--- config.mk ---
export PLATFORM = sky130hd
export DESIGN_NAME = rtc_access_ctrl
export DESIGN_NICKNAME = d
export VERILOG_FILES = /design/src/rtl/rac_pkg.sv /design/src/rtl/rac_addr_latch.sv /design/src/rtl/rac_tick_gate.sv /design/src/rtl/rac_lockout.sv /design/src/rtl/rtc_access_ctrl.sv
export SDC_FILE = /design/constraint.sdc
export NUM_CORES = 1
export LEC_CHECK = 0
export BUFFER_PORTS_ARGS = -buffer_cell sky130_fd_sc_hd__buf_2
export CORE_UTILIZATION = 46
export DETAILED_ROUTE_END_ITERATION = 16
export PLACE_DENSITY_LB_ADDON = 0.2
export RECOVER_POWER = 100
export SETUP_SLACK_MARGIN = 0.2
export SLEW_MARGIN = 20
export SYNTH_ARGS = -nofsm -noshare
export SYNTH_HDL_FRONTEND = slang
export SYNTH_HIERARCHICAL = 1
export SYNTH_SLANG_ARGS = --single-unit
--- constraint.sdc ---
create_clock -name clk -period 2 [get_ports clk]
set_input_delay 0.1 -clock clk [delete_from_list [all_inputs] [get_ports clk]]
set_output_delay 0.1 -clock clk [all_outputs]
set_load 0.01 [all_outputs]
--- src/rtl/rac_pkg.sv ---
package rac_pkg;
  localparam int NIB = 4;
  typedef logic [NIB-1:0] nib_t;

  // control register bit positions
  localparam int CB_HOLD = 0;
  localparam int CB_BUSY = 1;
  localparam int CB_ADJ  = 2;
  // function register bit positions
  localparam int FB_CLR  = 0;
  localparam int FB_STOP = 1;

  function automatic nib_t ctrl_word(input logic hold, input logic busy);
    nib_t w;
    w = '0;
    w[CB_HOLD] = hold;
    w[CB_BUSY] = busy;
    return w;
  endfunction

  function automatic nib_t fn_word(input logic clr, input logic stop);
    nib_t w;
    w = '0;
    w[FB_CLR]  = clr;
    w[FB_STOP] = stop;
    return w;
  endfunction
endpackage

--- src/rtl/rac_addr_latch.sv ---
module rac_addr_latch #(
  parameter int AW      = 4,
  parameter bit MUX_BUS = 1'b1
) (
  input  logic          clk,
  input  logic          rst_n,
  input  logic          ale,
  input  logic          cs_n,
  input  logic [AW-1:0] addr_in,
  output logic          eff_cs_n,
  output logic [AW-1:0] eff_addr
);
  generate
    if (MUX_BUS) begin : g_latched
      logic          cs_q;
      logic [AW-1:0] addr_q;
      always_ff @(posedge clk or negedge rst_n) begin
        if (!rst_n) begin
          cs_q   <= 1'b1;
          addr_q <= '0;
        end else if (ale) begin
          cs_q   <= cs_n;
          addr_q <= addr_in;
        end
      end
      assign eff_cs_n = cs_q;
      assign eff_addr = addr_q;
    end else begin : g_direct
      assign eff_cs_n = cs_n;
      assign eff_addr = addr_in;
    end
  endgenerate
endmodule

--- src/rtl/rac_tick_gate.sv ---
module rac_tick_gate #(
  parameter int INC_CYC = 4
) (
  input  logic clk,
  input  logic rst_n,
  input  logic sec_carry,
  input  logic hold,
  output logic inc_go,
  output logic busy
);
  localparam int BW = $clog2(INC_CYC + 1);

  logic [BW-1:0] cnt_q;
  logic          pend_q;

  assign busy   = (cnt_q != '0);
  assign inc_go = (sec_carry || pend_q) && !hold && !busy;

  always_ff @(posedge clk or negedge rst_n) begin
    if (!rst_n) begin
      cnt_q  <= '0;
      pend_q <= 1'b0;
    end else begin
      if (inc_go)
        cnt_q <= BW'(INC_CYC);
      else if (busy)
        cnt_q <= cnt_q - BW'(1);

      if (inc_go)
        pend_q <= 1'b0;
      else if (sec_carry)
        pend_q <= 1'b1;
    end
  end
endmodule

--- src/rtl/rac_lockout.sv ---
module rac_lockout #(
  parameter int LOCK_TICKS = 625
) (
  input  logic clk,
  input  logic rst_n,
  input  logic start,
  input  logic tick,
  output logic lock
);
  localparam int CW = $clog2(LOCK_TICKS + 1);

  logic [CW-1:0] cnt_q;

  assign lock = (cnt_q != '0);

  always_ff @(posedge clk or negedge rst_n) begin
    if (!rst_n)
      cnt_q <= '0;
    else if (start)
      cnt_q <= CW'(LOCK_TICKS);
    else if (lock && tick)
      cnt_q <= cnt_q - CW'(1);
  end
endmodule

--- src/rtl/rtc_access_ctrl.sv ---
module rtc_access_ctrl
  import rac_pkg::*;
#(
  parameter int AW         = 4,
  parameter int TIME_REGS  = 13,
  parameter int CTRL_ADDR  = 13,
  parameter int FN_ADDR    = 15,
  parameter int INC_CYC    = 4,
  parameter int LOCK_TICKS = 625,
  parameter bit MUX_BUS    = 1'b1
) (
  input  logic          clk,
  input  logic          rst_n,
  input  logic          pf_cs,
  input  logic          cs_n,
  input  logic          ale,
  input  logic [AW-1:0] addr_in,
  input  logic          wr_en,
  input  logic          rd_en,
  input  logic [3:0]    wdata,
  output logic [3:0]    rdata,
  input  logic          tick_8k,
  input  logic          sec_carry,
  output logic          inc_go,
  output logic [AW-1:0] tr_addr,
  output logic          tr_we,
  output logic [3:0]    tr_wdata,
  input  logic [3:0]    tr_rdata,
  output logic          adj_pulse,
  output logic          stop_o,
  output logic          sub_clr,
  output logic          standby
);
  localparam logic [AW-1:0] TIME_LAST = AW'(TIME_REGS - 1);
  localparam logic [AW-1:0] CTRL_A    = AW'(CTRL_ADDR);
  localparam logic [AW-1:0] FN_A      = AW'(FN_ADDR);

  logic          eff_cs_n;
  logic [AW-1:0] eff_addr;
  logic          sel, is_time, is_ctrl, is_fn;
  logic          ctrl_wr, fn_wr;
  logic          hold_q, clr_q, stop_q;
  logic          busy_w, lock_w;

  rac_addr_latch #(.AW(AW), .MUX_BUS(MUX_BUS)) u_latch (
    .clk(clk), .rst_n(rst_n), .ale(ale), .cs_n(cs_n), .addr_in(addr_in),
    .eff_cs_n(eff_cs_n), .eff_addr(eff_addr)
  );

  rac_tick_gate #(.INC_CYC(INC_CYC)) u_gate (
    .clk(clk), .rst_n(rst_n), .sec_carry(sec_carry), .hold(hold_q),
    .inc_go(inc_go), .busy(busy_w)
  );

  rac_lockout #(.LOCK_TICKS(LOCK_TICKS)) u_lock (
    .clk(clk), .rst_n(rst_n), .start(adj_pulse), .tick(tick_8k), .lock(lock_w)
  );

  // decode
  assign sel     = pf_cs && !eff_cs_n;
  assign is_time = (eff_addr <= TIME_LAST);
  assign is_ctrl = (eff_addr == CTRL_A);
  assign is_fn   = (eff_addr == FN_A);
  assign ctrl_wr = sel && wr_en && is_ctrl;
  assign fn_wr   = sel && wr_en && is_fn;

  // time-register path
  assign tr_addr  = eff_addr;
  assign tr_wdata = wdata;
  assign tr_we    = sel && wr_en && is_time && !busy_w && !lock_w && !inc_go;

  assign adj_pulse = ctrl_wr && wdata[CB_ADJ];
  assign standby   = !pf_cs;
  assign sub_clr   = clr_q;
  assign stop_o    = stop_q;

  always_ff @(posedge clk or negedge rst_n) begin
    if (!rst_n) begin
      hold_q <= 1'b0;
      clr_q  <= 1'b0;
      stop_q <= 1'b0;
    end else if (!pf_cs) begin
      hold_q <= 1'b0;
      clr_q  <= 1'b0;
    end else begin
      if (ctrl_wr) hold_q <= wdata[CB_HOLD];
      if (fn_wr) begin
        clr_q  <= wdata[FB_CLR];
        stop_q <= wdata[FB_STOP];
      end
    end
  end

  always_comb begin
    rdata = '0;
    if (sel && rd_en) begin
      if (is_time)      rdata = tr_rdata;
      else if (is_ctrl) rdata = ctrl_word(hold_q, busy_w);
      else if (is_fn)   rdata = fn_word(clr_q, stop_q);
    end
  end
endmodule

==> impl_metrics.csv <==
group,metric,value,unit
sta,hold_viol_final,0,
final_layout,drive_gt1_frac,0.489,
routing,via_per_inst,5.69,
run_status,violations,"setup timing",
sta,slew_viol_final,0,
global_routing,overflow,0,
setup_path,slowest_stage,"dfrtp_1",
setup_path,r2r-end,"u_lock/cnt_q[1]$_DFFE_PN0P_",
worst_hold_path,holdPathStages,2,
synthesis,synthXorXnorAreaFrac,0,
setup_path,path_class,"register to output pin",
final_layout,diodes,0,
global_routing,grt_max_degree,23,
setup_path,path_delay_family,"simple AND/OR/NAND/NOR gates",
cts,cts.reportedPaths.clkPinSlew,110,ps
pwr,leakagePower,0.820,nW
sta,clock-skew-final,4.96,ps
setup_path,critPathMaxFanout,5,
die,start_util,0.486,
sta,fin_crit_sh,1.04,
setup_path,critPathBufInv,2,
die,ios,39,
global_routing,grt_pass1_wl,5490,um
routing,routed-via-count,1246,
cts,cts-root-buf,"clkbuf_4",
pwr,ir_worst_vdd,0.000939,V
routing,drc_errors,0,
sta,max-slew-margin-rel,0.195,
worst_hold_path,hold_path.class,"input port to register",
cts,cts_max_path_buffers,2,
sta,fmax,480,MHz
die,rows,19,
cts,htreeDepth,1,
global_routing,grtUsageTotal,0.227,
synthesis,ys_types,49,
synthesis,synth_top_area_frac,0.392,
pwr,clkPwrFrac,0.119,
place,gp_congestion,0.895,
setup_path,critical-path-max-stage-delay,440,ps
cts,cts_tree,"built",
die,die_w,56,um
sta,setup_viol,1,
cts,clkLatencyLatePin,310,ps
place,io_buffers,36,
pwr,netSwitchingFraction,0.401,
synthesis,ys_seq_elements,22,
synthesis,syn_area,0.00134,mm^2
setup_path,ff2ff_path_depth,5,
run,cap_violations,0,
final_layout,instances_no_fill,219,
run_status,status,"finished, violations left",
synthesis,synth_edf_count,0,
setup_path,required,1900,ps
synthesis,synth_warnings,6,
synthesis,netlist_instances,134,
synthesis,synthSimpleGateAreaFrac,0.285,
sta,final.min_clock_period,2090,ps
final_layout,nets,213,
setup_path,critical_path.endpoint_type,"output pin",
synthesis,yosys.area.top_type,"dfrtp_1",
routing,wire_per_inst,15.9,um
pwr,p_int,1.24,mW
sta,fin_setup_tns,-85.5,ps
setup_path,timing.rr.start,"u_lock/cnt_q[1]$_DFFE_PN0P_",
synthesis,synth_top_family_by_area,"simple AND/OR/NAND/NOR gates",
worst_hold_path,hp-start,"addr_in[2]",
pwr,power_per_cell_area,1130,mW/mm^2
setup_path,worstPathCellList,"inv_2, ha_4, nor4b_4, nand3_1, or3_1, nor3_2, buf_2",
synthesis,syn-num-nets,158,
setup_path,worstPathArrival,1990,ps
synthesis,yosysSeqAreaShare,0.411,
cts,clock-sinks,22,
setup_path,rrSetupSlack,140,ps
global_routing,grt_pass1_vias,1197,
final_layout,area_growth,36.3,%
die,die_y,56,um
routing,detail-route-antenna-nets,0,
pwr,p_switching,0.829,mW
routing,routed_wl,3490,um
place,hpwl,2300,um
synthesis,synth_adder_area_share,0.0280,
synthesis,synth_area_per_cell,10.0,um^2
synthesis,async_flop_share,1.00,
place,dp.cells,200,
routing,drt_iter0_markers,36,
sta,rsz0062_at_grt,"true",
global_routing,antenna_found_initial,0,
synthesis,synth_ff_type,"dfrtp_1",
die,die_area,0.00314,mm^2
pwr,p_seq_frac,0.406,
sta,worst_pin_slew,1210,ps
routing,drt-pass1-iter-count,4,
synthesis,synth.area.mux_share,0.104,
sta,setup_ws,-85.5,ps
setup_path,start_kind,"register",
synthesis,synth_compound_area_frac,0.121,
synthesis,yosys-top-cells-area,"dfrtp_1 (39%), mux2_2 (5.0%), mux2i_1 (4.5%)",
pwr,comb_power_share,0.474,
worst_hold_path,whs_endpoint,"u_latch/eff_addr[2]$_DFFE_PN0P_",
cts,cts_buffers,3,
die,core_area,0.00276,mm^2
[worst register-to-register path, cell delays in order (launching register included)]
cell and delay, ps:
dfrtp_1 440, inv_2 100, ha_4 160, or4b_2 670
o31ai_2 230, a221oi_1 140
[layout by cell type, fill, tap and decap left out, types with 3 or more instances in the layout]
cell type / netlist / routed
nor4_2: 1 / 4
inv_1: 7 / 3
clkbuf_4: 0 / 3
buf_4: 4 / 17
mux2i_1: 6 / 6
buf_2: 1 / 32
mux2_2: 6 / 6
nor2_1: 11 / 11
o21ai_0: 5 / 4
and2_1: 3 / 3
clkbuf_1: 1 / 4
nand3_1: 5 / 5
dlygate4sd3_1: 0 / 3
inv_2: 1 / 5
nor2b_1: 5 / 5
dfrtp_1: 21 / 18
nand2_1: 6 / 6
dfrtp_2: 0 / 3
[synth_stat cells, drive strengths merged, types with 3 or more instances]
cell and number:
dfrtp 21, nor2 11, inv 8, nand2 8, mux2 7, nor4 7, mux2i 6, nor2b 6
o21ai 6, buf 5, nand3 5, nor3 4, and2 3, ha 3, nand3b 3
[metal layers]
| metal | vias to the layer above | GRT usage | share of wire |
|---|---|---|---|
| li1 | 599 | - | - |
| met1 | 580 | 0.256 | 0.41 |
| met2 | 51 | 0.403 | 0.52 |
| met3 | 16 | 0.0558 | 0.052 |
| met4 | 0 | 0.101 | 0.027 |
| met5 | - | 0 | 0 |
[cells by family after synthesis]
kind of cell | after synthesis
muxes | 13
buffers and inverters | 14
and+or+nand+nor | 60
DFF | 22
adders and majority gates | 3
AOI/OAI and AO/OA | 22
[power groups by stage]
stage / registers [mW] / logic (mW) / clock network [mW]
after floorplan: 0.757 / 0.508 / 0
after global placement: 0.789 / 0.642 / 0
after detailed placement: 0.803 / 0.678 / 0
after CTS: 0.810 / 0.843 / 0.261
after global routing: 0.865 / 1.07 / 0.275
final: 0.840 / 0.980 / 0.246
[area by class of cell]
| class | instances | area (um^2) |
|---|---|---|
| fill | 217 | 930 |
| tap | 31 | 38.8 |
| sequential | 22 | 556 |
| inverter | 8 | 30.0 |
| clock buffer | 4 | 36.3 |
| multi-input combinational | 98 | 835 |
| timing repair buffer | 56 | 333 |
[per-stage QoR]
stage           util  total power [mW]  cell area [um^2]  hold slack, ps  setup WS [ps]
6_report       0.663              2.07              1830            15.5          -85.5
5_1_grt        0.663              2.21              1830            4.53           -206
4_1_cts        0.621              1.91              1710            3.65          -66.5
3_5_place_dp   0.573              1.48              1580             107            101
3_3_place_gp   0.573              1.43              1580            91.2            194
2_1_floorplan      -              1.26              1360            -196            227
[registers in the layout, summed over array words and instances (netlist names)]
register          count
u_latch/eff_addr      4
sub_clr               1
u_gate/pend_q         1
u_lock/cnt_q         10
stop_o                1
u_latch/eff_cs_n      1
hold_q                1
u_gate/cnt_q          3
[repair_timing]
action	4_1_cts	5_1_grt
gates cloned	0	0
setup endpoints to repair	7	11
hold buffers	1	2
endpoints found under the hold margin	21	2
buffers inserted	5	7
pin swaps	3	5
gates resized for setup	14	10
[how the worst max path moves through the flow]
stage	startpoint	cells past startpoint	end
4_1_cts	u_lock/cnt_q[1]$_DFFE_PN0P_	7	tr_we
6_report	u_lock/cnt_q[1]$_DFFE_PN0P_	7	tr_we
3_3_place_gp	u_lock/cnt_q[0]$_DFFE_PN0P_	5	u_lock/cnt_q[5]$_DFFE_PN0P_
2_1_floorplan	u_lock/cnt_q[0]$_DFFE_PN0P_	6	tr_we
5_1_grt	u_lock/cnt_q[1]$_DFFE_PN0P_	7	tr_we
3_5_place_dp	u_lock/cnt_q[0]$_DFFE_PN0P_	5	u_lock/cnt_q[5]$_DFFE_PN0P_
Note: power is estimated with default switching activity, not from simulation.
